--- src/rtl/gpio_pkg.sv ---
package gpio_pkg;
    localparam int PINS   = 8;
    localparam int BIT_W  = $clog2(PINS);
    localparam int SYNC_N = 2;

    typedef enum logic [1:0] {
        SEL_OUT  = 2'd0,
        SEL_DIR  = 2'd1,
        SEL_PULL = 2'd2,
        SEL_PINS = 2'd3
    } reg_sel_e;

    typedef struct packed {
        logic [PINS-1:0] outv;
        logic [PINS-1:0] dir;
        logic [PINS-1:0] pull;
    } port_cfg_t;

    function automatic logic [PINS-1:0] bit_mask(input logic [BIT_W-1:0] idx);
        logic [PINS-1:0] m;
        m = '0;
        m[idx] = 1'b1;
        return m;
    endfunction
endpackage

--- src/rtl/gpio_sync.sv ---
module gpio_sync #(
    parameter int W      = 8,
    parameter int STAGES = 2
) (
    input  logic         clk,
    input  logic         rst,
    input  logic [W-1:0] d,
    output logic [W-1:0] q
);
    logic [W-1:0] stage_q [STAGES];

    always_ff @(posedge clk) begin
        if (rst) begin
            for (int s = 0; s < STAGES; s++) stage_q[s] <= '0;
        end else begin
            stage_q[0] <= d;
            for (int s = 1; s < STAGES; s++) stage_q[s] <= stage_q[s-1];
        end
    end

    assign q = stage_q[STAGES-1];
endmodule

--- src/rtl/gpio_regfile.sv ---
module gpio_regfile
    import gpio_pkg::*;
(
    input  logic              clk,
    input  logic              rst,
    input  logic [1:0]        addr,
    input  logic              wr,
    input  logic [PINS-1:0]   wdata,
    input  logic              bset,
    input  logic              bclr,
    input  logic [BIT_W-1:0]  bidx,
    input  logic [PINS-1:0]   pins_sync,
    output port_cfg_t         cfg,
    output logic [PINS-1:0]   rdata
);
    reg_sel_e        sel;
    logic [PINS-1:0] mask;
    logic            do_set, do_clr;
    port_cfg_t       cfg_d;

    assign sel    = reg_sel_e'(addr);
    assign mask   = bit_mask(bidx);
    assign do_set = !wr && bset && !bclr;
    assign do_clr = !wr && bclr && !bset;

    always_comb begin
        cfg_d = cfg;
        if (wr) begin
            unique case (sel)
                SEL_OUT:  cfg_d.outv = wdata;
                SEL_DIR:  cfg_d.dir  = wdata;
                SEL_PULL: cfg_d.pull = wdata;
                SEL_PINS: cfg_d.outv = cfg.outv ^ wdata;
            endcase
        end else if (do_set) begin
            unique case (sel)
                SEL_OUT:  cfg_d.outv = cfg.outv | mask;
                SEL_DIR:  cfg_d.dir  = cfg.dir  | mask;
                SEL_PULL: cfg_d.pull = cfg.pull | mask;
                SEL_PINS: cfg_d.outv = cfg.outv ^ mask;
            endcase
        end else if (do_clr) begin
            unique case (sel)
                SEL_OUT:  cfg_d.outv = cfg.outv & ~mask;
                SEL_DIR:  cfg_d.dir  = cfg.dir  & ~mask;
                SEL_PULL: cfg_d.pull = cfg.pull & ~mask;
                SEL_PINS: cfg_d = cfg;
            endcase
        end
    end

    always_ff @(posedge clk) begin
        if (rst) cfg <= '0;
        else     cfg <= cfg_d;
    end

    always_comb begin
        unique case (sel)
            SEL_OUT:  rdata = cfg.outv;
            SEL_DIR:  rdata = cfg.dir;
            SEL_PULL: rdata = cfg.pull;
            SEL_PINS: rdata = pins_sync;
        endcase
    end
endmodule

--- src/rtl/gpio_pad_mux.sv ---
module gpio_pad_mux
    import gpio_pkg::*;
(
    input  port_cfg_t        cfg,
    input  logic [PINS-1:0]  alt_en,
    input  logic [PINS-1:0]  alt_oe,
    input  logic [PINS-1:0]  alt_out,
    output logic [PINS-1:0]  pad_oe,
    output logic [PINS-1:0]  pad_out,
    output logic [PINS-1:0]  pad_pu
);
    for (genvar i = 0; i < PINS; i++) begin : g_pin
        always_comb begin
            if (alt_en[i]) begin
                pad_oe[i]  = alt_oe[i];
                pad_out[i] = alt_out[i];
                pad_pu[i]  = 1'b0;
            end else begin
                pad_oe[i]  = cfg.dir[i];
                pad_out[i] = cfg.outv[i];
                pad_pu[i]  = cfg.pull[i] & ~cfg.dir[i];
            end
        end
    end
endmodule

--- src/rtl/gpio_port_regs.sv ---
module gpio_port_regs
    import gpio_pkg::*;
(
    input  logic        clk,
    input  logic        rst,
    input  logic [1:0]  bus_addr,
    input  logic        bus_wr,
    input  logic [7:0]  bus_wdata,
    input  logic        bus_bset,
    input  logic        bus_bclr,
    input  logic [2:0]  bus_bit,
    output logic [7:0]  bus_rdata,
    input  logic [7:0]  pad_in,
    output logic [7:0]  pad_oe,
    output logic [7:0]  pad_out,
    output logic [7:0]  pad_pu,
    input  logic [7:0]  alt_en,
    input  logic [7:0]  alt_oe,
    input  logic [7:0]  alt_out
);
    port_cfg_t       cfg;
    logic [PINS-1:0] pins_sync;
    logic [PINS-1:0] out_q, dir_q, pull_q;

    assign out_q  = cfg.outv;
    assign dir_q  = cfg.dir;
    assign pull_q = cfg.pull;

    gpio_sync #(.W(PINS), .STAGES(SYNC_N)) i_sync (
        .clk (clk),
        .rst (rst),
        .d   (pad_in),
        .q   (pins_sync)
    );

    gpio_regfile i_regs (
        .clk       (clk),
        .rst       (rst),
        .addr      (bus_addr),
        .wr        (bus_wr),
        .wdata     (bus_wdata),
        .bset      (bus_bset),
        .bclr      (bus_bclr),
        .bidx      (bus_bit),
        .pins_sync (pins_sync),
        .cfg       (cfg),
        .rdata     (bus_rdata)
    );

    gpio_pad_mux i_mux (
        .cfg     (cfg),
        .alt_en  (alt_en),
        .alt_oe  (alt_oe),
        .alt_out (alt_out),
        .pad_oe  (pad_oe),
        .pad_out (pad_out),
        .pad_pu  (pad_pu)
    );
endmodule

--- config.mk ---
export PLATFORM = sky130hd
export DESIGN_NAME = gpio_port_regs
export DESIGN_NICKNAME = d
export VERILOG_FILES = /design/src/rtl/gpio_pkg.sv /design/src/rtl/gpio_sync.sv /design/src/rtl/gpio_regfile.sv /design/src/rtl/gpio_pad_mux.sv /design/src/rtl/gpio_port_regs.sv
export SDC_FILE = /design/constraint.sdc
export NUM_CORES = 1
export LEC_CHECK = 0
export BUFFER_PORTS_ARGS = -buffer_cell sky130_fd_sc_hd__buf_4
export CORE_UTILIZATION = 52
export DETAILED_ROUTE_END_ITERATION = 10
export PLACE_DENSITY = 0.81
export SETUP_SLACK_MARGIN = 0.2
export SLEW_MARGIN = 10
export SYNTH_ARGS = -nofsm -noshare
export SYNTH_HDL_FRONTEND = slang
export SYNTH_SLANG_ARGS = --single-unit
--- constraint.sdc ---
create_clock -name clk -period 1.9 [get_ports clk]
set_input_delay 0.095 -clock clk [delete_from_list [all_inputs] [get_ports clk]]
set_output_delay 0.095 -clock clk [all_outputs]
set_load 0.02 [all_outputs]
## Word-level counts from Yosys, hierarchy flattened

Memories as Yosys holds them, arrays and structs flattened.
Index checks and enable logic that the tools add are counted.

| word-level totals | value |
|---|---|
| register bits | 24 |
| RAM bits | 16 |
| input bits | 50 |
| output and inout bits | 32 |
| memories kept | 1 |

| operators by class | value |
|---|---|
| $lt $le $gt $ge | 2 |
| equal/unequal tests | 11 |
| multiplexer cells | 44 |
| bitwise operators | 27 |
| reductions and logical operators | 14 |

Memories:

| name | depth | width | read ports | clocked after memory_dff | wr ports | line | source |
|---|---|---|---|---|---|---|---|
| i_sync.stage_q | 2 | 8 | 2 | 0 | 2 | gpio_sync.sv:10 | `logic [W-1:0] stage_q [STAGES];` |

Operator list:

| cell | number |
|---|---|
| 24-bit 2-to-1 mux | 3 |
| 8-bit 2-to-1 mux | 9 |
| 8-bit case mux with 2 select lines | 2 |
| 8-bit case mux with 4 select lines | 1 |
| 1-bit 2-to-1 mux | 28 |
| 8-bit AND | 3 |
| 8-bit OR | 3 |
| 8-bit XOR | 2 |
| 4-bit AND reduction | 3 |
| 1-bit AND | 8 |
| 2-bit != test (second input constant) | 4 |
| 1-bit inverter | 8 |
| 8-bit inverter | 1 |
| 3-bit nonzero test | 2 |
| 1-bit logical AND | 5 |
| 2-bit == test (second input constant) | 2 |
| 3-bit by 4-bit less-than comparator with 1-bit output (second input constant) | 1 |
| 2-bit by 1-bit != test with 1-bit output (second input constant) | 2 |
| 1-bit demux with 3-bit select | 1 |
| 3-bit by 1-bit greater-or-equal comparator with 1-bit output (second input constant) | 1 |
| 1-bit zero test | 3 |
| 3-bit by 1-bit != test with 1-bit output (second input constant) | 1 |
| 3-bit != test (second input constant) | 1 |
| 2-bit by 1-bit == test with 1-bit output (second input constant) | 1 |
| other kinds (2) | 3 |

## Logic depth before layout (Yosys ltp)

| depth | value |
|---|---|
| word-level depth | 10 |
| gate-level depth with buffers | 8 |
| mapped depth without buffers | 7 |

## Modules after synthesis

From an unflattened synthesis, not the netlist that was laid out.

| unflattened totals | value |
|---|---|
| cell total of the unflattened synthesis | 279 |
| area total of the unflattened synthesis | 2702.6 um^2 |

Modules (own cells, without submodules):

| module | times used | cells an instance | area an instance (um^2) | sequential area each (um^2) |
|---|---|---|---|---|
| gpio_regfile | 1 | 214 | 1885.6 | 480.5 |
| gpio_sync | 1 | 41 | 524.3 | 320.3 |
| gpio_pad_mux | 1 | 24 | 292.8 | 0.0 |

## Least setup slack after synthesis

Ideal clock, no wire load.

| timing path | value |
|---|---|
| kind | in2reg |
| start point | in bus_bit[0] |
| end point | reg i_regs.cfg[21] (netlist name) |
| setup time | 0.134 ns |
| arrival | 1.364 ns |
| slack | 0.402 ns |
| cell stages on the path | 8 |
| path buffers | 2 |
| cell sequence | buf_6 -> clkbuf_1 -> nand2_1 -> ha_1 -> nand2_1 -> o21ai_0 -> a222oi_1 -> a211oi_2 |

| on the way | value |
|---|---|
| word-level cells in the longest chain between the ends | 10 |
| elaborated cells on any way between the ends | 14 |
| classes of those cells | 2 x order compare; 7 x mux; 4 x bitwise; 1 x reduce/logical |

RTL lines:

| item | line | source |
|---|---|---|
| start: declaration | gpio_port_regs.sv:11 | `input logic [2:0] bus_bit,` |
| 3-bit by 4-bit less-than comparator with 1-bit output (not written as such) / 3-bit by 1-bit greater-or-equal comparator with 1-bit output (equally long branches) | gpio_pkg.sv:22 | `m[idx] = 1'b1;` |
| 1-bit logical AND (not written as such) | gpio_pkg.sv:22 |  |
| 1-bit 2-to-1 mux (not written as such) | gpio_pkg.sv:22 |  |
| 1-bit demux with 3-bit select (*) | - |  |
| 8-bit inverter | gpio_regfile.sv:44 | `SEL_OUT: cfg_d.outv = cfg.outv & ~mask;` |
| 8-bit AND | gpio_regfile.sv:44 |  |
| 8-bit 2-to-1 mux | gpio_regfile.sv:43 | `unique case (sel)` |
| 24-bit 2-to-1 mux | gpio_regfile.sv:42 | `end else if (do_clr) begin` |
| 24-bit 2-to-1 mux (*) | gpio_regfile.sv:35 | `end else if (do_set) begin` |
| 24-bit 2-to-1 mux (*) | gpio_regfile.sv:28 | `if (wr) begin` |

Every way passes the cells marked *; elsewhere a longest branch is shown, timed or not. The select of a mux whose other input is x is not followed.
A chain may end at the register's enable or synchronous reset.

## Final worst setup path

| timing path | value |
|---|---|
| start point | reg i_regs.cfg[20] (netlist name) |
| end point | reg i_regs.cfg[20] (netlist name) |

| on the way | value |
|---|---|
| word-level cells in the longest chain between the ends | 5 |
| elaborated cells on any way between the ends | 10 |
| classes of those cells | 6 x mux; 4 x bitwise |

RTL lines:

| item | line |
|---|---|
| 8-bit AND | gpio_regfile.sv:44 |
| 8-bit 2-to-1 mux | gpio_regfile.sv:43 |
| 24-bit 2-to-1 mux | gpio_regfile.sv:42 |
| 24-bit 2-to-1 mux | gpio_regfile.sv:35 |
| 24-bit 2-to-1 mux (*) | gpio_regfile.sv:28 |

Marked as above.

==> summary.md <==
| Metric | Value |
|---|---|
| Routed len/inst | `15.7 um` |
| Final setup violation count | `0` |
| Post-CTS Resized | `0` |
| Total grt overflow | `0` |
| Post-layout power | `2.24 mW` |
| Sequential fraction of the synthesis area | `0.303` |
| Sequence of cells on the critical path | `inv_1 -> ha_1 -> nand2_1 -> o21ai_0 -> a222oi_1 -> a211oi_1` |
| Final ANT Viol Nets | `0` |
| Root buffer cell | `clkbuf_8` |
| Yosys top cell by area | `dfxtp_1` |
| Fin area | `3430 um2` |
| Pre-CTS setup slack | `0.193 ns` |
| Crit Path Class | `flop to flop` |
| Ranking of synthesized cells by area | `dfxtp_1 (30%), ha_1 (9.9%), a222oi_1 (6.1%), nor2b_1 (4.7%), o21ai_0 (4.4%)` |
| CP max-delay cell | `dfxtp_1` |
| Die area | `5370 um2` |
| Synth Register Bits | `40` |
| Final Instance Count excl. Fillers | `449` |
| Fin. Hold Viols | `0` |
| Area added between synthesis and finish | `29.6%` |
| Syn_nets | `374` |
| Hold Crit Class | `input port to flop` |
| Worst Path Max Fanout | `4` |
| Power Density | `653 nW/um2` |
| Worst path bufs/invs | `1` |
| ANT cells | `0` |
| WHS | `0.00714 ns` |
| Rel. slew slack | `0.507` |
| Instance count of the mapped netlist | `303` |
| Worst vdd rail ir drop | `0.442 mV` |
| Pre-antenna DRT Iters | `5` |
| TritonCTS clock tree | `done` |
| Commonest non-fill, non-tap cell in the layout | `buf_4` |
| Crit-path leading delay family | `compound AO/OA/AOI/OAI gates` |
| Final Skew | `0.000295 ns` |
| H-Tree Depth | `2` |
| DRC errors left | `0` |
| Syn Area/Cell | `8.73 um2` |
| Die X | `73.3 um` |
| RSZ-0062 raised after global routing | `false` |
| Initial antenna violation count | `0` |
| TNS Setup | `0 ns` |
| Num ports | `82` |
| Post-Synthesis Cell Area | `2640 um2` |
| Fraction of layout cells with a size suffix above 1 | `0.314` |
| Gr usage total | `0.283` |
| Placer Congestion | `0.884` |
| Fmax | `632 MHz` |
| DIE HEIGHT | `73.3 um` |
| Via/cell ratio | `5.77` |
| Worst EP arrival | `1.75 ns` |
| Vias in the first global route | `2,497` |
| Global-route wire length before repair | `11,600 um` |
| Starting Density | `0.549` |
| Max Cap Viol | `0` |
| Clock transition at path regs | `0.08 ns` |
| Tcrit/Tclk final | `0.833` |
| Clock tree buffer depth | `2` |
| Fin crit period | `1.58 ns` |
| DRT Wirelength | `7050 um` |
| Critical Path Max Stage Delay | `0.40 ns` |
| Status | `complete, no violations` |
| Placed Instance Area | `3300 um2` |
| Syn. warnings | `0` |
| Largest net degree at the start of global routing | `42` |
| Pleak | `1.45 nW` |
| Hold buffer count at CTS | `0` |
| Fin nets | `452` |
| Detail Placement HPWL | `5260 um` |
| Iter 0 DRT Violations | `301` |
| Cells after DPL | `441` |
| Post-synth cell types | `40` |
| Most frequent cells in the layout | `buf_4 (92), dfxtp_1 (40), nand2_1 (29)` |
| Crit. End Element | `flop` |
| Port Buffers | `81` |
| Setup ws final | `0.317 ns` |
| DR vias | `2,591` |
| Slew Viols, Final | `0` |
| Fin util | `0.711` |
| Post-synth top area share | `0.303` |
| CTS Buf Count | `5` |
| Setup Buffers After CTS | `0` |
| Clk_lat worst skew | `0.29 ns` |
| Row count | `25` |
| Data required, critical path | `2.07 ns` |
| Worst slew pin tran | `0.734 ns` |
| Layout fillers | `391` |
| Area of the core | `4820 um2` |
| CP startpoint kind | `flop` |
| CTS Sinks | `40` |
-- cells in the mapped netlist, drive strengths merged --
cell    number
a21oi       17
a211oi       8
a21o         3
and2         3
nor2        14
nand3        2
or4b         1
nor3b       10
or2          3
a222oi      16
mux2         8
dfxtp       40
a32oi        7
mux2i       11
nand2       29
a311oi       6
buf         11
inv         13
ha          21
nor2b       20
xnor2        8
nand2b       3
a32o         1
a31o         1
xor2         1
clkbuf      10
or3          7
o21a         1
a21bo        2
o21ai       24
o211ai       1
nand3b       1
-- cells by family (layout without fill, tap and decap cells) --
group                      after synthesis  after routing  synth area share
AOI/OAI and AO/OA                       87             87             0.237
xor gates and xnor gates                 9              9            0.0298
adders and majority gates               21             21            0.0994
buffers and inverters                   34            113            0.0615
DFF                                     40             40             0.303
muxes                                   19             19            0.0757
and+or+nand+nor                         93             93             0.194
-- routing by layer --
metal  vias up  part of all wire  global-route usage
met2       122              0.48               0.471
met3        12             0.088              0.0631
met5         -                 0                   0
met1      1199              0.42               0.375
li1       1258                 -                   -
met4         0             0.013              0.0662
-- where the power goes --
group	internal [mW]	leakage (nW)	switching, mW
registers	0.882	0.328	0.0336
logic	0.269	1.06	0.314
clock network	0.430	0.0614	0.308
-- worst paths after layout --
path	start	slack (ns)	depth (start not counted)	endpoint
setup / recovery	i_regs.cfg[20]$_SDFFE_PP0P_	0.32	6	i_regs.cfg[20]$_SDFFE_PP0P_
hold / removal	pad_in[1]	0.007	2	i_sync.stage_q[0][1]$_SDFF_PP0_
setup reg to reg	i_regs.cfg[20]$_SDFFE_PP0P_	0.32	6	i_regs.cfg[20]$_SDFFE_PP0P_
hold reg to reg	i_sync.stage_q[0][6]$_SDFF_PP0_	0.44	1	i_sync.stage_q[0][14]$_SDFF_PP0_
-- layout make-up --
cell class	count	area [um2]	share of cell area
tap	67	83.8	0.0245
multi-input combinational	229	1680	0.491
clock inverter	2	38.8	0.0113
inverter	13	48.8	0.0142
clock buffer	6	82.6	0.0241
timing repair buffer	92	691	0.202
sequential	40	801	0.234
Power figures use the tool's default switching activity.
